==> src/rtl/dpp_xlate_pkg.sv <==
package dpp_xlate_pkg;
  typedef enum logic [1:0] {
    OVR_NONE = 2'b00,
    OVR_PAGE = 2'b01,
    OVR_SEG  = 2'b10,
    OVR_RSVD = 2'b11
  } ovr_mode_e;
endpackage

==> src/rtl/dpp_ptr_bank.sv <==
module dpp_ptr_bank #(
  parameter int NUM_PTR = 4,
  parameter int PAGE_W  = 10,
  localparam int SEL_W  = $clog2(NUM_PTR)
) (
  input  logic                           clk_i,
  input  logic                           rst_ni,
  input  logic                           wr_en_i,
  input  logic [SEL_W-1:0]               wr_sel_i,
  input  logic [PAGE_W-1:0]              wr_page_i,
  output logic [NUM_PTR-1:0][PAGE_W-1:0] pages_o
);
  for (genvar g = 0; g < NUM_PTR; g++) begin : g_ptr
    // reset value g gives an identity mapping
    always_ff @(posedge clk_i or negedge rst_ni) begin
      if (!rst_ni)                                  pages_o[g] <= PAGE_W'(g);
      else if (wr_en_i && wr_sel_i == SEL_W'(g))    pages_o[g] <= wr_page_i;
    end
  end
endmodule

==> src/rtl/dpp_addr_map.sv <==
module dpp_addr_map
  import dpp_xlate_pkg::*;
#(
  parameter int NUM_PTR = 4,
  parameter int PAGE_W  = 10,
  parameter int SEG_W   = 8,
  parameter int LOG_W   = 16,
  localparam int SEL_W  = $clog2(NUM_PTR),
  localparam int OFS_W  = LOG_W - SEL_W,
  localparam int PHYS_W = PAGE_W + OFS_W
) (
  input  logic [LOG_W-1:0]               addr_i,
  input  logic [NUM_PTR-1:0][PAGE_W-1:0] pages_i,
  input  ovr_mode_e                      mode_i,
  input  logic [PAGE_W-1:0]              ovr_page_i,
  input  logic [SEG_W-1:0]               ovr_seg_i,
  output logic [PHYS_W-1:0]              phys_o
);
  logic [SEL_W-1:0]  sel;
  logic [OFS_W-1:0]  ofs;
  logic [PAGE_W-1:0] page;

  assign sel = addr_i[LOG_W-1 -: SEL_W];
  assign ofs = addr_i[OFS_W-1:0];

  always_comb begin
    page = (mode_i == OVR_PAGE) ? ovr_page_i : pages_i[sel];
    if (mode_i == OVR_SEG) phys_o = PHYS_W'({ovr_seg_i, addr_i});
    else                   phys_o = {page, ofs};
  end
endmodule

==> src/rtl/dpp_align_chk.sv <==
module dpp_align_chk (
  input  logic word_i,
  input  logic addr_lsb_i,
  output logic misaligned_o
);
  assign misaligned_o = word_i & addr_lsb_i;
endmodule

==> src/rtl/dpp_xlate_top.sv <==
module dpp_xlate_top
  import dpp_xlate_pkg::*;
#(
  parameter int NUM_PTR = 4,
  parameter int PAGE_W  = 10,
  parameter int SEG_W   = 8,
  parameter int LOG_W   = 16,
  localparam int SEL_W  = $clog2(NUM_PTR),
  localparam int PHYS_W = PAGE_W + LOG_W - SEL_W
) (
  input  logic              clk_i,
  input  logic              rst_ni,
  input  logic              wr_en_i,
  input  logic [SEL_W-1:0]  wr_sel_i,
  input  logic [PAGE_W-1:0] wr_page_i,
  input  logic              req_i,
  input  logic [LOG_W-1:0]  addr_i,
  input  logic              word_i,
  input  logic [1:0]        ovr_mode_i,
  input  logic [PAGE_W-1:0] ovr_page_i,
  input  logic [SEG_W-1:0]  ovr_seg_i,
  output logic              done_o,
  output logic              trap_o,
  output logic [PHYS_W-1:0] phys_o
);
  logic [NUM_PTR-1:0][PAGE_W-1:0] pages;
  logic [PHYS_W-1:0]              phys_d;
  logic                           misaligned;

  dpp_ptr_bank #(.NUM_PTR(NUM_PTR), .PAGE_W(PAGE_W)) u_bank (
    .clk_i, .rst_ni, .wr_en_i, .wr_sel_i, .wr_page_i, .pages_o(pages)
  );

  dpp_addr_map #(.NUM_PTR(NUM_PTR), .PAGE_W(PAGE_W), .SEG_W(SEG_W), .LOG_W(LOG_W)) u_map (
    .addr_i, .pages_i(pages), .mode_i(ovr_mode_e'(ovr_mode_i)),
    .ovr_page_i, .ovr_seg_i, .phys_o(phys_d)
  );

  dpp_align_chk u_align (.word_i, .addr_lsb_i(addr_i[0]), .misaligned_o(misaligned));

  // result register: old pointer values apply to requests on the write edge
  always_ff @(posedge clk_i or negedge rst_ni) begin
    if (!rst_ni) begin
      done_o <= 1'b0;
      trap_o <= 1'b0;
      phys_o <= '0;
    end else begin
      done_o <= req_i & ~misaligned;
      trap_o <= req_i &  misaligned;
      phys_o <= (req_i && !misaligned) ? phys_d : '0;
    end
  end
endmodule

==> config.mk <==
export PLATFORM = sky130hd
export DESIGN_NAME = dpp_xlate_top
export DESIGN_NICKNAME = d
export VERILOG_FILES = /design/src/rtl/dpp_xlate_pkg.sv /design/src/rtl/dpp_ptr_bank.sv /design/src/rtl/dpp_addr_map.sv /design/src/rtl/dpp_align_chk.sv /design/src/rtl/dpp_xlate_top.sv
export SDC_FILE = /design/constraint.sdc
export NUM_CORES = 1
export LEC_CHECK = 0
export BUFFER_PORTS_ARGS = -buffer_cell sky130_fd_sc_hd__buf_2
export CORE_UTILIZATION = 50
export DETAILED_ROUTE_END_ITERATION = 7
export HOLD_SLACK_MARGIN = 0.06
export PLACE_DENSITY_LB_ADDON = 0.25
export RECOVER_POWER = 25
export SKIP_LAST_GASP = 1
export SYNTH_ARGS = -nofsm -noshare
export SYNTH_HDL_FRONTEND = slang
export SYNTH_SLANG_ARGS = --single-unit
==> constraint.sdc <==
create_clock -name clk_i -period 3.5 [get_ports clk_i]
set_input_delay 0.35 -clock clk_i [delete_from_list [all_inputs] [get_ports clk_i]]
set_output_delay 0.35 -clock clk_i [all_outputs]
set_load 0.01 [all_outputs]
* Word-level counts from Yosys, hierarchy flattened *
Cells that the tools add are included.

operators by class
  magnitude comparators = 1
  equality and inequality tests = 5
  muxes and demuxes = 5
  bitwise operators = 4
  reduce and logical (&&, ||, !) cells = 7

operators by type and width
  operator                                                     count
  2-to-1 mux 24 bit                                            2
  binary-select mux 10 bit (select 2 bit)                      1
  2-to-1 mux 10 bit                                            2
  equality test 2 bit (second input constant)                  3
  logical AND 1 bit                                            5
  equality test 2 x 1 -> 1 bit (second input constant)         2
  bitwise AND 1 bit                                            3
  less-than comparator 2 x 3 -> 1 bit (second input constant)  1
  zero test 2 bit                                              1
  zero test 1 bit                                              1
  NOT 1 bit                                                    1

word-level totals
  register bits = 66
  bits of input ports = 53
  output and inout bits = 26
  word-level logic and storage cells = 29

* Depth between registers and ports, before layout *
Gate-level depths: netlist of run 1.

  depth after elaboration = 5
  mapped depth = 5

* Modules after synthesis *
Synthesis of run 1 repeated with hierarchy kept, for this count alone.

second synthesis, totals
  cells, all modules = 243
  area total of the unflattened synthesis = 3,254.4 um2

modules (own cells, without submodules)
  module         times used  cells each  area each (um2)  seq. area each (um2)
  dpp_ptr_bank   1           87          1,602.8          1,006.0
  dpp_xlate_top  1           56          905.9            650.6
  dpp_addr_map   1           99          739.5            0.0
  dpp_align_chk  1           1           6.3              0.0

* Worst setup path before layout of run 1 *
OpenSTA, ideal clock, no wires.

  kind = input to register
  start = input port addr_i[14]
  end = register phys_o[16]
  setup time = 0.132 ns
  data arrival time = 1.108 ns
  required time = 3.368 ns
  setup slack = 2.260 ns
  stages = 4
  buffers on the path = 1
  cells stage by stage = buf_6 -> mux4_2 -> o21ai_1 -> a21oi_1

on the way
  longest elaborated chain between the ends = 5

ends and longest elaborated chain
  element                                  RTL line             RTL
  start, declared                          dpp_xlate_top.sv:17  input logic [LOG_W-1:0] addr_i,
  binary-select mux 10 bit (select 2 bit)  dpp_addr_map.sv:27   page = (mode_i == OVR_PAGE) ? ovr_page_i : pages_i[sel];
  2-to-1 mux 10 bit (implied by the code)  dpp_addr_map.sv:27
  2-to-1 mux 10 bit                        dpp_addr_map.sv:27
  2-to-1 mux 24 bit                        dpp_addr_map.sv:28   if (mode_i == OVR_SEG) phys_o = PHYS_W'({ovr_seg_i, addr_i});
  2-to-1 mux 24 bit                        dpp_xlate_top.sv:50  phys_o <= (req_i && !misaligned) ? phys_d : '0;
  end signal, assigned                     dpp_xlate_top.sv:50
  end, declared                            dpp_xlate_top.sv:24  output logic [PHYS_W-1:0] phys_o

Every way passes these cells. The select of a mux whose other input is x is not followed.
A chain may end at the register's enable or synchronous reset.

==> results of run 1 <==
## logic make-up (layout without fill, tap and decap cells)
kind of cell	count (synthesis)	count (layout)	synth area share
mux	50	50	0.244
buf+inv	11	97	0.0214
compound gates	31	31	0.0675
flops	66	66	0.604
simple gates	28	28	0.0629
## final cells by class
type                            instances  area, um^2  area share
Sequential cell                        66        1660       0.493
Multi-Input combinational cell        109        1030       0.306
Timing Repair Buffer                   80         402       0.120
Clock buffer                           14         173      0.0514
Tap cell                               70        87.6      0.0261
Clock inverter                          2        10.0     0.00298
Inverter                                1        3.75     0.00112
## sequential cells by signal (all words and copies together), names as in the netlist
signal / flops
phys_o: 24
u_bank.pages_o: 40
done_o: 1
trap_o: 1
## power breakdown
| group | total (uW) | leakage (uW) | switching, uW | internal (uW) |
|---|---|---|---|---|
| Sequential | 921 | 0.000812 | 45.3 | 875 |
| Combinational | 273 | 0.000731 | 115 | 158 |
| Clock | 581 | 0.0000965 | 268 | 313 |
## cell usage in the layout (no fill, tap or decap)
cell type  count
mux2_1         3
dfstp_2        4
clkinv_2       2
mux2_2        37
a211oi_1       1
clkbuf_8      12
nor2b_1        3
o21ai_1        7
and3_1        15
nor2_1         1
dfrtp_1       62
o21ai_0        3
a311o_1        1
a21oi_1       10
buf_2         75
mux2i_1        1
and2_1         1
nand3b_1       2
clkbuf_1       5
nand2b_1       1
nand3_2        1
inv_1          1
buf_4          2
mux4_1         2
nand2_1        3
mux4_2         7
a22oi_1        9
nor3b_1        1
## worst paths after layout
kind / from / endpoint / slack [ns] / cells after the start
setup / recovery: rst_ni / u_bank.pages_o[31] / 1.59 / 2
hold / removal: addr_i[2] / phys_o[2] / 0.25 / 2
setup reg to reg: u_bank.pages_o[30] / phys_o[14] / 2.30 / 3
hold reg to reg: u_bank.pages_o[1] / u_bank.pages_o[1] / 0.48 / 1
max in group clk_i: ovr_mode_i[0] / phys_o[19] / 2.20 / 4
min in group asynchronous: rst_ni / trap_o / 0.61 / 1
## through the flow
step | power [uW] | worst slack, ns | utilization
finish | 1770 | 1.59 | 0.646
global route | 1860 | 1.23 | 0.646
CTS | 1790 | 2.18 | 0.646
detailed placement | 1210 | 1.85 | 0.611
global placement | 1200 | 1.86 | 0.611
floorplan | 1100 | 2.26 | -
## layer usage
layer	wire [um]	global-route usage	vias to the layer above
met4	115	0.110	0
li1	-	-	856
met3	349	0.0551	10
met5	0	0	-
met1	2530	0.288	899
met2	2630	0.343	68
## synthesized netlist by cell type (2+ instances only)
| cell type | number | area [um^2] |
|---|---|---|
| a21oi_1 | 10 | 50.1 |
| a22oi_1 | 9 | 67.6 |
| and3_1 | 15 | 93.8 |
| buf_2 | 5 | 25.0 |
| clkbuf_1 | 3 | 11.3 |
| dfrtp_1 | 62 | 1550 |
| dfstp_2 | 4 | 105 |
| mux2_1 | 3 | 33.8 |
| mux2_2 | 37 | 417 |
| mux4_1 | 2 | 52.6 |
| mux4_2 | 7 | 158 |
| nand2_1 | 3 | 11.3 |
| nand3b_1 | 2 | 15.0 |
| nor2b_1 | 3 | 18.8 |
| o21ai_0 | 3 | 15.0 |
| o21ai_1 | 7 | 35.0 |
==> impl_metrics.json, run 1 <==
{
  "path_max_fanout": 41,
  "synth_nets": 239,
  "cts_tree": "built",
  "crit_chain": "clkbuf_1 -> buf_4",
  "cts.sinks": 66,
  "postPlaceCellArea_um2": 3180,
  "cts.htree.levels": 3,
  "peakVddDrop_v": 0.000294,
  "fp.dieW_um": 76.1,
  "power_leakage_uw": 0.00164,
  "start_util": 0.527,
  "antenna_cells": 0,
  "overflow": 0,
  "clock_skew_ns": 0.00595,
  "finalCriticalPeriod_ns": 1.91,
  "wl_per_cell_um": 16.4,
  "hold_slack_ns": 0.253,
  "rsz0062_at_grt": "false",
  "ctsResizeCount": 0,
  "port_buffers": 78,
  "num_io_pins": 79,
  "cts_buffers": 9,
  "cpLargestDelayFamily": "buffers and inverters",
  "synthCells": 186,
  "ant_nets": 0,
  "firstDrtPassIters": 4,
  "slowest_stage": "clkbuf_1",
  "clock_latency_ns": 0.34,
  "yosysWarningCount": 0,
  "arrival_ns": 2.36,
  "grt_first_pass_wirelength_um": 9540,
  "tightest_slew_ns": 2.06,
  "synth_seq_cells": 66,
  "layout-drive-gt1-share": 0.515,
  "vias": 1833,
  "critPathKind": "in -> async",
  "drt-initial-drc-count": 81,
  "min_path_type": "in -> reg",
  "ys_types": 27,
  "async_flop_share": 1.00,
  "clk_root_buffer_cell": "clkbuf_8",
  "drv_cap": 1,
  "rows": 26,
  "place_inst": 326,
  "violations": "capacitance limit, slew limit",
  "crit_required_ns": 3.95,
  "finalHoldViolations": 0,
  "grt_start_max_net_pins": 42,
  "antenna_found_initial": 0,
  "slew_headroom": -0.371,
  "outcome": "complete, but fails checks",
  "fin_cells": 342,
  "dieArea_um2": 5790,
  "cts_setup_buffers": 0,
  "powerDensity_nw_per_um2": 528,
  "hold_buffers": 0,
  "grt_use_total": 0.220,
  "max_freq_mhz": 523,
  "path_buf_inv": 2,
  "area_growth_pct": 22.5,
  "synth-seq-area-share": 0.604,
  "finalNetCount": 320,
  "final_cell_area_um2": 3360,
  "final_max_slew_viol_count": 42,
  "setup_viol": 0,
  "syn_avg_cell_area_um2": 14.8,
  "fp.dieH_um": 76.1,
  "critical-path-max-stage-delay_ns": 1.45,
  "critPathCaptureType": "asynchronous set/reset pin",
  "drc": 0,
  "via_per_inst": 5.36,
  "finalCritPeriodShare": 0.546,
  "synth_flop_cell": "dfrtp_1",
  "cts.clk_slew.worst_paths_ns": 0.07,
  "syn-cell-area_um2": 2740,
  "clockBufferDepth": 2,
  "setup_tns_ns": 0,
  "grt_pass1_vias": 1870,
  "critPathLaunchType": "primary input",
  "synth_edf_count": 0,
  "fp.coreArea_um2": 5200,
  "dp_hpwl_um": 3870,
  "routed_wl_um": 5620,
  "n_fill_cell": 406,
  "gp_congestion": 0.733
}
Note: power is estimated with default switching activity, not from simulation.
==> run 2: changes to the inputs <==
==> constraint.sdc (replaced) <==
create_clock -name clk_i -period 1.8 [get_ports clk_i]
set_input_delay 0.18 -clock clk_i [delete_from_list [all_inputs] [get_ports clk_i]]
set_output_delay 0.18 -clock clk_i [all_outputs]
set_load 0.01 [all_outputs]
==> run 2 against run 1 <==
  * The flow now finishes without violations
  * Clock power increased by 81%
  * Worst setup slack got worse by 0.98 ns
  * Sequential share of layout area decreased by 0.44 points
  * Largest power group unchanged
  * Critical path depth increased by 1
  * Non-clock buffer count increased by 7
==> impl_metrics.json, run 2 (synthesized netlist as in run 1, its figures left out) <==
{
  "power_leakage_uw": 0.00166,
  "fin_util": 0.651,
  "reg_top3": "u_bank.pages_o: 40 flops, phys_o: 24 flops",
  "final_max_slew_viol_count": 0,
  "grt_use_total": 0.219,
  "drt-initial-drc-count": 99,
  "clkPwrFrac": 0.309,
  "grt_start_max_net_pins": 67,
  "grt_first_pass_wirelength_um": 9600,
  "fp.dieW_um": 76.1,
  "firstDrtPassIters": 4,
  "clockBufferDepth": 2,
  "p_int_uw": 2570,
  "vias": 1886,
  "overflow": 0,
  "crit_required_ns": 2.14,
  "finalCritPeriodShare": 0.663,
  "p_sw_uw": 807,
  "clock_latency_ns": 0.33,
  "grt_pass1_vias": 1919,
  "fp.dieH_um": 76.1,
  "cts_setup_buffers": 0,
  "critPathCaptureType": "asynchronous set/reset pin",
  "cts_buffers": 9,
  "hold_buffers": 1,
  "finalNetCount": 327,
  "drv_cap": 0,
  "ant_nets": 0,
  "tightest_slew_ns": 0.874,
  "outcome": "finished clean",
  "num_io_pins": 79,
  "path_max_fanout": 66,
  "routed_wl_um": 5780,
  "port_buffers": 78,
  "antenna_cells": 0,
  "clk_root_buffer_cell": "clkbuf_8",
  "critPathLaunchType": "primary input",
  "ctsResizeCount": 0,
  "min_path_type": "in -> reg",
  "cts.htree.levels": 3,
  "finalHoldViolations": 0,
  "seqPwrFrac": 0.531,
  "finalCriticalPeriod_ns": 1.19,
  "largest_reg_flops": 40,
  "cts.sinks": 66,
  "dp_hpwl_um": 3970,
  "powerDensity_nw_per_um2": 996,
  "rows": 26,
  "final_cell_mix": "buf_2, dfrtp_1, mux2_2",
  "critPathKind": "in -> async",
  "gp_congestion": 0.731,
  "cts.clk_slew.worst_paths_ns": 0.06,
  "cts_tree": "built",
  "arrival_ns": 1.53,
  "slew_headroom": 0.417,
  "regMostFlops": "u_bank.pages_o",
  "antenna_found_initial": 0,
  "clock_skew_ns": 0.00638,
  "via_per_inst": 5.45,
  "rsz0062_at_grt": "false",
  "switching_share": 0.239,
  "dieArea_um2": 5790,
  "drc": 0,
  "layout-drive-gt1-share": 0.522,
  "rrSetupSlack_ns": 0.62,
  "fp.coreArea_um2": 5200,
  "n_fill_cell": 403,
  "setup_tns_ns": 0,
  "area_growth_pct": 23.6,
  "combPwrFrac": 0.160,
  "setup_viol": 0,
  "final_common_cell": "buf_2",
  "peakVddDrop_v": 0.000440,
  "max_freq_mhz": 838,
  "wl_per_cell_um": 16.7,
  "start_util": 0.527
}
run 2: path summary, 6_finish.rpt:
path,depth (start not counted),start,endpoint
min reg2reg,1,u_bank.pages_o[9],u_bank.pages_o[9]
max,3,rst_ni,phys_o[13]
min in group asynchronous,3,rst_ni,phys_o[1]
min,3,ovr_page_i[0],phys_o[14]
max in group clk_i,3,u_bank.pages_o[30],phys_o[14]
max reg2reg,3,u_bank.pages_o[30],phys_o[14]
run 2: worst max-delay path: stages:
cell	delay [ns]
dlygate4sd3_1	0.53
buf_2	0.10
clkbuf_4	0.69
run 2: stage by stage:
stage	cells	instance area, um^2	power [uW]	worst slack, ns	hold slack [ns]
after CTS	346	3410	3410	0.617	0.0657
after global placement	332	3240	2340	0.407	0.222
after detailed placement	332	3240	2370	0.358	0.227
final	346	3390	3380	0.607	0.0788
after floorplan	186	2740	2140	0.705	-0.116
after global routing	346	3390	3540	0.420	0.0775
run 2: routing by layer:
metal / up-vias / part of all wire / wire length (um) / global-route usage
li1: 864 / - / - / -
met1: 944 / 0.43 / 2500 / 0.275
met2: 69 / 0.49 / 2840 / 0.359
met3: 9 / 0.057 / 328 / 0.0587
met4: 0 / 0.019 / 108 / 0.0923
met5: - / 0 / 0 / 0
run 2: cell type report:
cell class | count | area [um^2] | share of cell area
well taps | 70 | 87.6 | 0.0258
repair buffers | 87 | 455 | 0.134
multi-input cells | 109 | 1030 | 0.303
inverters | 1 | 3.75 | 0.00111
flip-flops and latches | 66 | 1660 | 0.489
clock buffers | 13 | 159 | 0.0469
run 2: power groups by stage:
stage	Combinational [uW]	Sequential [uW]	Clock, uW
2_1_floorplan	333	1810	0
3_5_place_dp	547	1820	0
5_1_grt	592	1820	1130
4_1_cts	551	1790	1070
3_3_place_gp	532	1810	0
6_report	539	1790	1050
